==> src/rtl/cec_tx_pkg.sv <==
package cec_tx_pkg;

    typedef enum logic [1:0] {
        TX_OK        = 2'd0,
        TX_NACK      = 2'd1,
        TX_ARB_LOST  = 2'd2,
        TX_LOW_DRIVE = 2'd3
    } tx_status_e;

    typedef enum logic [2:0] {
        PH_IDLE,
        PH_PEND,
        PH_SB_LOW,
        PH_SB_HIGH,
        PH_BIT,
        PH_RECOVER
    } tx_phase_e;

    localparam int SLOTS_PER_BYTE = 10;
    localparam int EOM_SLOT       = 8;
    localparam int ACK_SLOT       = 9;
    localparam int INIT_BITS      = 4;

    typedef struct packed {
        logic value;    // level being sent in this slot
        logic sampled;  // wire is read during this slot
        logic is_ack;   // acknowledge slot
        logic last;     // slot belongs to the final byte
    } slot_info_t;

    function automatic logic ack_seen(input logic bcast, input logic wire_hi);
        return bcast ? wire_hi : !wire_hi;
    endfunction

endpackage

==> src/rtl/cec_tx_usclock.sv <==
module cec_tx_usclock #(
    parameter int W = 13
) (
    input  logic         clk,
    input  logic         rst,
    input  logic         tick,
    input  logic         clear,
    output logic [W-1:0] us
);
    always_ff @(posedge clk) begin
        if (rst || clear)
            us <= '0;
        else if (tick && (us != {W{1'b1}}))
            us <= us + 1'b1;
    end
endmodule

==> src/rtl/cec_tx_freewatch.sv <==
module cec_tx_freewatch #(
    parameter int BIT_US = 2400,
    parameter int SFT_W  = 4
) (
    input  logic             clk,
    input  logic             rst,
    input  logic             tick,
    input  logic             line_in,
    input  logic [SFT_W-1:0] free_bits,
    output logic             free_ok
);
    localparam int LIMIT = BIT_US * (2 ** SFT_W);
    localparam int CW    = $clog2(LIMIT + 1);
    localparam logic [CW-1:0] CAP = CW'(LIMIT);

    logic [CW-1:0] high_cnt;
    logic [CW-1:0] need;

    always_ff @(posedge clk) begin
        if (rst || !line_in)
            high_cnt <= '0;
        else if (tick && (high_cnt != CAP))
            high_cnt <= high_cnt + 1'b1;
    end

    assign need    = CW'((32'(free_bits) + 32'd1) * 32'(BIT_US));
    assign free_ok = (high_cnt >= need);

    assert_low_clears_R5: assert property (@(posedge clk) disable iff (rst)
        !line_in |=> !free_ok);
endmodule

==> src/rtl/cec_tx_slotgen.sv <==
module cec_tx_slotgen
    import cec_tx_pkg::*;
#(
    parameter int MAX_BYTES = 16,
    parameter int BYTE_W    = 4,
    parameter int LEN_W     = 5
) (
    input  logic [MAX_BYTES*8-1:0] msg,
    input  logic [LEN_W-1:0]       len,
    input  logic [BYTE_W-1:0]      byte_idx,
    input  logic [3:0]             slot,
    output slot_info_t             info
);
    logic [7:0] bytes [MAX_BYTES];
    logic [7:0] cur_byte;
    logic [2:0] bsel;
    logic       is_last;
    logic       val;

    for (genvar g = 0; g < MAX_BYTES; g++) begin : g_unpack
        assign bytes[g] = msg[g*8 +: 8];
    end

    assign cur_byte = bytes[byte_idx];
    assign bsel     = 3'(4'd7 - slot);
    assign is_last  = ((LEN_W'(byte_idx) + LEN_W'(1)) == len);

    always_comb begin
        if (slot < 4'(EOM_SLOT))
            val = cur_byte[bsel];
        else if (slot == 4'(EOM_SLOT))
            val = is_last;
        else
            val = 1'b1;
    end

    assign info.value   = val;
    assign info.is_ack  = (slot == 4'(ACK_SLOT));
    assign info.last    = is_last;
    assign info.sampled = val && (((byte_idx == '0) && (slot < 4'(INIT_BITS)))
                                  || (slot == 4'(ACK_SLOT)));
endmodule

==> src/rtl/cec_bit_tx.sv <==
module cec_bit_tx
    import cec_tx_pkg::*;
#(
    parameter int MAX_BYTES      = 16,
    parameter int SFT_W          = 4,
    parameter int START_LOW_US   = 3700,
    parameter int START_TOTAL_US = 4500,
    parameter int BIT_TOTAL_US   = 2400,
    parameter int ZERO_LOW_US    = 1500,
    parameter int ONE_LOW_US     = 600,
    parameter int SAMPLE_US      = 850,
    localparam int LEN_W         = $clog2(MAX_BYTES + 1)
) (
    input  logic                   clk,
    input  logic                   rst,
    input  logic                   tick,
    input  logic                   line_in,
    output logic                   drive_low,
    input  logic                   start,
    input  logic [MAX_BYTES*8-1:0] msg_data,
    input  logic [LEN_W-1:0]       msg_len,
    input  logic                   broadcast,
    input  logic [SFT_W-1:0]       free_bits,
    output logic                   busy,
    output logic                   done,
    output logic [1:0]             status
);
    localparam int BYTE_W = (MAX_BYTES > 1) ? $clog2(MAX_BYTES) : 1;
    localparam int US_MAX = (START_TOTAL_US > BIT_TOTAL_US) ? START_TOTAL_US : BIT_TOTAL_US;
    localparam int US_W   = $clog2(US_MAX + 1);

    localparam logic [US_W-1:0] END_SB_LOW  = US_W'(START_LOW_US - 1);
    localparam logic [US_W-1:0] END_SB_HIGH = US_W'(START_TOTAL_US - START_LOW_US - 1);
    localparam logic [US_W-1:0] END_BIT     = US_W'(BIT_TOTAL_US - 1);
    localparam logic [US_W-1:0] END_SAMPLE  = US_W'(SAMPLE_US - 1);
    localparam logic [US_W-1:0] LOW_ZERO    = US_W'(ZERO_LOW_US);
    localparam logic [US_W-1:0] LOW_ONE     = US_W'(ONE_LOW_US);

    tx_phase_e              ph, ph_n;
    tx_status_e             stat_q, fin_code;
    logic [MAX_BYTES*8-1:0] msg_q;
    logic [LEN_W-1:0]       len_q;
    logic                   bc_q;
    logic [SFT_W-1:0]       sft_q;
    logic [BYTE_W-1:0]      byte_q, byte_n;
    logic [3:0]             slot_q, slot_n;
    logic                   nack_q, nack_n;
    logic                   done_q;
    logic                   fin, us_clr, load, accept;
    logic [US_W-1:0]        us;
    logic                   free_ok;
    slot_info_t             cur;
    logic                   hit_sb_low, hit_sb_high, hit_bit, hit_sample;

    cec_tx_usclock #(.W(US_W)) u_clock (
        .clk  (clk),
        .rst  (rst),
        .tick (tick),
        .clear(us_clr),
        .us   (us)
    );

    cec_tx_freewatch #(.BIT_US(BIT_TOTAL_US), .SFT_W(SFT_W)) u_free (
        .clk      (clk),
        .rst      (rst),
        .tick     (tick),
        .line_in  (line_in),
        .free_bits(sft_q),
        .free_ok  (free_ok)
    );

    cec_tx_slotgen #(.MAX_BYTES(MAX_BYTES), .BYTE_W(BYTE_W), .LEN_W(LEN_W)) u_slot (
        .msg     (msg_q),
        .len     (len_q),
        .byte_idx(byte_q),
        .slot    (slot_q),
        .info    (cur)
    );

    assign hit_sb_low  = tick && (us == END_SB_LOW);
    assign hit_sb_high = tick && (us == END_SB_HIGH);
    assign hit_bit     = tick && (us == END_BIT);
    assign hit_sample  = tick && (us == END_SAMPLE);

    assign accept = start && (msg_len != '0) && (msg_len <= LEN_W'(MAX_BYTES));

    always_comb begin
        ph_n     = ph;
        byte_n   = byte_q;
        slot_n   = slot_q;
        nack_n   = nack_q;
        fin      = 1'b0;
        fin_code = TX_OK;
        us_clr   = 1'b0;
        load     = 1'b0;
        unique case (ph)
            PH_IDLE: begin
                if (accept) begin
                    load = 1'b1;
                    ph_n = PH_PEND;
                end
            end
            PH_PEND: begin
                if (free_ok && line_in) begin
                    ph_n   = PH_SB_LOW;
                    us_clr = 1'b1;
                    nack_n = 1'b0;
                end
            end
            PH_SB_LOW: begin
                if (hit_sb_low) begin
                    ph_n   = PH_SB_HIGH;
                    us_clr = 1'b1;
                end
            end
            PH_SB_HIGH: begin
                if (hit_sb_high) begin
                    ph_n   = PH_BIT;
                    us_clr = 1'b1;
                    byte_n = '0;
                    slot_n = '0;
                end
            end
            PH_BIT: begin
                if (hit_sample && cur.sampled) begin
                    if (!cur.is_ack && !line_in) begin
                        fin      = 1'b1;
                        fin_code = TX_ARB_LOST;
                        ph_n     = PH_IDLE;
                    end else if (cur.is_ack && !ack_seen(bc_q, line_in)) begin
                        nack_n = 1'b1;
                    end
                end else if (hit_bit) begin
                    if (cur.sampled && !line_in) begin
                        fin      = 1'b1;
                        fin_code = TX_LOW_DRIVE;
                        ph_n     = PH_RECOVER;
                    end else if (nack_q) begin
                        fin      = 1'b1;
                        fin_code = TX_NACK;
                        ph_n     = PH_IDLE;
                    end else if (cur.is_ack && cur.last) begin
                        fin      = 1'b1;
                        fin_code = TX_OK;
                        ph_n     = PH_IDLE;
                    end else begin
                        us_clr = 1'b1;
                        if (cur.is_ack) begin
                            slot_n = '0;
                            byte_n = byte_q + 1'b1;
                        end else begin
                            slot_n = slot_q + 1'b1;
                        end
                    end
                end
            end
            PH_RECOVER: begin
                if (line_in)
                    ph_n = PH_IDLE;
            end
            default: ph_n = PH_IDLE;
        endcase
    end

    always_ff @(posedge clk) begin
        if (rst) begin
            ph     <= PH_IDLE;
            stat_q <= TX_OK;
            msg_q  <= '0;
            len_q  <= '0;
            bc_q   <= 1'b0;
            sft_q  <= '0;
            byte_q <= '0;
            slot_q <= '0;
            nack_q <= 1'b0;
            done_q <= 1'b0;
        end else begin
            ph     <= ph_n;
            byte_q <= byte_n;
            slot_q <= slot_n;
            nack_q <= nack_n;
            done_q <= fin;
            if (fin)
                stat_q <= fin_code;
            if (load) begin
                msg_q <= msg_data;
                len_q <= msg_len;
                bc_q  <= broadcast;
                sft_q <= free_bits;
            end
        end
    end

    assign drive_low = (ph == PH_SB_LOW)
                    || ((ph == PH_BIT) && (us < (cur.value ? LOW_ONE : LOW_ZERO)));
    assign busy   = (ph != PH_IDLE);
    assign done   = done_q;
    assign status = stat_q;

    assert_released_when_idle_R1: assert property (@(posedge clk) disable iff (rst)
        !busy |-> !drive_low);

    assert_done_single_R10: assert property (@(posedge clk) disable iff (rst)
        done |=> !done);

    assert_start_after_free_R5: assert property (@(posedge clk) disable iff (rst)
        ((ph == PH_SB_LOW) && ($past(ph) == PH_PEND)) |-> $past(free_ok));

    assert_arb_in_initiator_R6: assert property (@(posedge clk) disable iff (rst)
        (done && (status == 2'd2)) |-> ((byte_q == '0) && (slot_q < 4'(INIT_BITS))));

    assert_nack_at_ack_R8: assert property (@(posedge clk) disable iff (rst)
        (done && (status == 2'd1)) |-> (slot_q == 4'(ACK_SLOT)));

    assert_ok_on_last_R7: assert property (@(posedge clk) disable iff (rst)
        (done && (status == 2'd0)) |->
            ((slot_q == 4'(ACK_SLOT)) && ((LEN_W'(byte_q) + LEN_W'(1)) == len_q)));

    assert_lowdrive_hold_R9: assert property (@(posedge clk) disable iff (rst)
        (done && (status == 2'd3)) |-> (busy && !drive_low));
endmodule

==> config.mk <==
export PLATFORM = sky130hd
export DESIGN_NAME = cec_bit_tx
export DESIGN_NICKNAME = d
export VERILOG_FILES = /design/src/rtl/cec_tx_pkg.sv /design/src/rtl/cec_tx_usclock.sv /design/src/rtl/cec_tx_freewatch.sv /design/src/rtl/cec_tx_slotgen.sv /design/src/rtl/cec_bit_tx.sv
export SDC_FILE = /design/constraint.sdc
export NUM_CORES = 1
export LEC_CHECK = 0
export BUFFER_PORTS_ARGS = -buffer_cell sky130_fd_sc_hd__buf_2
export CAP_MARGIN = 20
export CELL_PAD_IN_SITES_DETAIL_PLACEMENT = 0
export CELL_PAD_IN_SITES_GLOBAL_PLACEMENT = 1
export CORE_AREA = 2 2 160 162
export DETAILED_ROUTE_END_ITERATION = 10
export DIE_AREA = 0 0 162 164
export GPL_TIMING_DRIVEN = 0
export HOLD_SLACK_MARGIN = 0.15
export PLACE_DENSITY_LB_ADDON = 0.1
export REMOVE_ABC_BUFFERS = 1
export SLEW_MARGIN = 20
export SYNTH_ARGS = -nofsm -noshare
export SYNTH_HDL_FRONTEND = slang
export SYNTH_SLANG_ARGS = --single-unit
==> constraint.sdc <==
create_clock -name clk -period 4.6 [get_ports clk]
set_clock_uncertainty 0.2 [all_clocks]
set_input_delay 0.92 -clock clk [delete_from_list [all_inputs] [get_ports clk]]
set_output_delay 0.92 -clock clk [all_outputs]
set_load 0.02 [all_outputs]
==> results.md <==
| Quantity | Reported | Unit |
|---|---|---|
| Unique masters post-synth | 67 | - |
| Root buf cell | sky130_fd_sc_hd__clkbuf_16 | - |
| Least-Margin Pin Slew | 811 | ps |
| CTS H-tree lvls | 4 | - |
| Number of rows in the core area | 58 | - |
| Router iterations before antenna repair | 5 | - |
| Fin cells | 1637 | - |
| Total DRC errors in the routed layout | 0 | - |
| Kind of critical path | flip-flop to primary output | - |
| Share of the cycle needed by the critical path after routing | 1.09 | - |
| Synth top area share | 0.391 | - |
| Final critical delay including setup and external delays | 5030 | ps |
| Worst-skew pair later-pin latency | 450 | ps |
| Worst relative slew slack | 0.460 | - |
| CTS tree | done | - |
| Routed length per instance | 15.6 | um |
| Most frequently used flop master after synthesis | sky130_fd_sc_hd__dfxtp_1 | - |
| Full die area | 26600 | um2 |
| Outcome | complete, but fails checks | - |
| Non-Filler Cell Area, Final | 11900 | um2 |
| Number of buffers on the longest clock path | 2 | - |
| Total count of hold-check failures in the final report | 0 | - |
| Overflow left after global routing | 0 | - |
| Crit path largest cell delay | 530 | ps |
| Placer's final routability congestion estimate | 0.740 | - |
| Maximum number of pins on one net before global-route repair | 87 | - |
| Global-route wire length before repair | 41700 | um |
| Number of enable flip-flop cells after synthesis | 0 | - |
| Static power due to leakage | 4.54 | nW |
| Sequential fraction of the synthesis area | 0.391 | - |
| Endpoint kind of the worst setup timing path | primary output | - |
| Setup repair after global routing missed its margin | true | - |
| Starting density of the core | 0.375 | - |
| Area growth syn-to-layout | 27.4 | % |
| Number of design-rule violations left by the first detailed-router iteration | 452 | - |
| Final Setup Violations | 2 | - |
| All-layer global routing usage | 0.198 | - |
| Count of final max-slew check failures | 0 | - |
| Max-cap violation count | 0 | - |
| Type of origin of the critical path | flip-flop | - |
| Total Routed Length | 25600 | um |
| Cell type with the largest total area after synthesis | sky130_fd_sc_hd__dfxtp_1 | - |
| Most area-consuming cells after synthesis | sky130_fd_sc_hd__dfxtp_1, sky130_fd_sc_hd__nand2_1, sky130_fd_sc_hd__a21oi_1 | - |
| Number of placed instances, taps included | 1559 | - |
| Final design utilization | 0.478 | - |
| Yosys warns | 0 | - |
| Arrival time of the worst setup path | 3910 | ps |
| Clock Sinks | 182 | - |
| Top Ports | 148 | - |
| Cell area after placement | 10400 | um2 |
| Cells along the critical path | buf_12, buf_12, mux4_2, nand4_1, nand3_1, or4_4, or2_4, and3b_2, ha_4, a31o_4, a21oi_2, nor2b_1, o21ai_1, nand3_1, o21ai_2, buf_6 | - |
| Final HPWL from detailed placement | 16800 | um |
| Worst min-delay path class | flip-flop to flip-flop | - |
| Number of vias per cell after detailed routing | 4.98 | - |
| Cell type of the slowest stage on the worst timing path | sky130_fd_sc_hd__mux4_2 | - |
| Number of antenna violations at the first check in global routing | 2 | - |
| Power density over the cells | 376 | nW/um2 |
| Height of the die | 164 | um |
| Overall die width | 162 | um |
| Post-detailed-route count of antenna-violating nets | 0 | - |
| Worst vdd rail ir drop | 201 | uV |
| Placeable core area | 24800 | um2 |
| Power Total | 4.46 | mW |
| Setup_tns | -429 | ps |
| Worst Slack Setup Final | -427 | ps |
| Synth Register Bits | 182 | - |
| Port Buf Inserts | 147 | - |
| Largest driver fanout on the critical path | 4 | - |
| Failing checks | negative setup slack | - |
| Asr flop ratio synth | 0 | - |
| Via count | 8160 | - |
| Clk pin slew, worst setup/hold paths | 70 | ps |
| Mapped Area | 9320 | um2 |
| Via count of the first global-routing pass | 8085 | - |
| Layout cells sized above 1 | 0.259 | - |
| Fin nets | 1478 | - |
| Number of instances in the synthesized netlist | 1145 | - |
| Clock buffers created by TritonCTS | 17 | - |
| Peak clock frequency supported by timing | 199 | MHz |
| Count of antenna diodes in the layout | 0 | - |
| Post-Synthesis Mean Instance Area | 8.14 | um2 |
| Filler instances | 2554 | - |
| Required @ worst endpoint | 3480 | ps |
[cells by family after synthesis]
| group | synth area share |
|---|---|
| mux | 0.0915 |
| compound gates | 0.140 |
| xor+xnor | 0.0367 |
| fa+ha+maj | 0.0586 |
| buf+inv | 0.0467 |
| simple gates | 0.236 |
| flops | 0.391 |
[sequential cells by signal, indices dropped and copies added (netlist names)]
name	cells
ph	3
u_free.high_cnt	16
slot_q	4
nack_q	1
bc_q	1
status	2
sft_q	4
msg_q	128
done	1
byte_q	4
u_clock.us	13
len_q	5
[report_power, final]
part	internal (mW)	leakage [nW]	switching, mW
clock	0.740	0.292	0.750
sequential	1.74	1.48	0.103
combinational	0.487	2.76	0.638
[critical path, delay by kind of cell (launching register included)]
family	cells	cell delay (ps)
and+or+nand+nor	7	1320
AOI/OAI and AO/OA	4	620
muxes	1	530
DFF	1	380
buffers and inverters	3	360
adders and majority gates	1	250
[metrics by stage]
| stage | hold WS (ps) | setup WS (ps) |
|---|---|---|
| after floorplan | 225 | -1610 |
| after global placement | 239 | -4930 |
| after detailed placement | 242 | -1160 |
| after CTS | 256 | -454 |
| after global routing | 271 | -576 |
| final | 252 | -427 |
[cell type report]
| type | count | area (um2) | share of cell area |
|---|---|---|---|
| multi-input combinational | 855 | 5670 | 0.477 |
| sequential | 182 | 3660 | 0.309 |
| timing repair buffer | 201 | 1380 | 0.116 |
| clock buffer | 18 | 429 | 0.0362 |
| tap | 330 | 413 | 0.0348 |
| clock inverter | 14 | 178 | 0.0150 |
| inverter | 37 | 139 | 0.0117 |
[final timing paths]
path	from	end	slack, ps	depth (start not counted)
setup / recovery	byte_q[0]	drive_low	-430	16
hold / removal	msg_q[125]	msg_q[125]	250	2
setup reg to reg	sft_q[0]	ph[0]	0	22
hold reg to reg	msg_q[125]	msg_q[125]	250	2
[placed cells by master, fill, tap and decap left out, types with 9 or more instances in the layout]
cell	netlist	final
sky130_fd_sc_hd__nand4_1	15	15
sky130_fd_sc_hd__buf_2	9	145
sky130_fd_sc_hd__nor2_1	58	55
sky130_fd_sc_hd__nand3_1	18	16
sky130_fd_sc_hd__nand2_1	318	316
sky130_fd_sc_hd__mux2i_1	18	17
sky130_fd_sc_hd__ha_1	38	24
sky130_fd_sc_hd__ha_4	0	14
sky130_fd_sc_hd__nand2b_1	9	9
sky130_fd_sc_hd__o21ai_0	18	13
sky130_fd_sc_hd__buf_4	2	36
sky130_fd_sc_hd__nor3_1	15	15
sky130_fd_sc_hd__inv_2	1	9
sky130_fd_sc_hd__a21oi_1	164	159
sky130_fd_sc_hd__inv_1	36	28
sky130_fd_sc_hd__dfxtp_1	182	173
sky130_fd_sc_hd__xnor2_1	24	22
sky130_fd_sc_hd__xor2_1	15	14
sky130_fd_sc_hd__mux4_2	27	29
sky130_fd_sc_hd__clkbuf_16	0	17
[per-layer routing]
layer | track usage | wire [um] | vias up
met5 | 0 | 0 | -
met3 | 0.0399 | 976 | 14
met2 | 0.335 | 12400 | 137
li1 | - | - | 4213
met4 | 0.0378 | 212 | 0
met1 | 0.264 | 12000 | 3796
[cells in the mapped netlist (all sizes together), types with 18 or more instances]
library cell / number
a21oi: 165
clkbuf: 57
dfxtp: 182
ha: 38
inv: 37
mux2i: 18
mux4: 29
nand2: 319
nand3: 18
nor2: 58
o21ai: 18
xnor2: 24
[what timing repair did]
item	in CTS	in global routing
setup endpoints to repair	18	18
pin swaps	38	17
gates resized for setup	86	10
hold buffers	0	0
buffers inserted	43	6
cloned	1	0
Note: power is estimated with default switching activity, not from simulation.
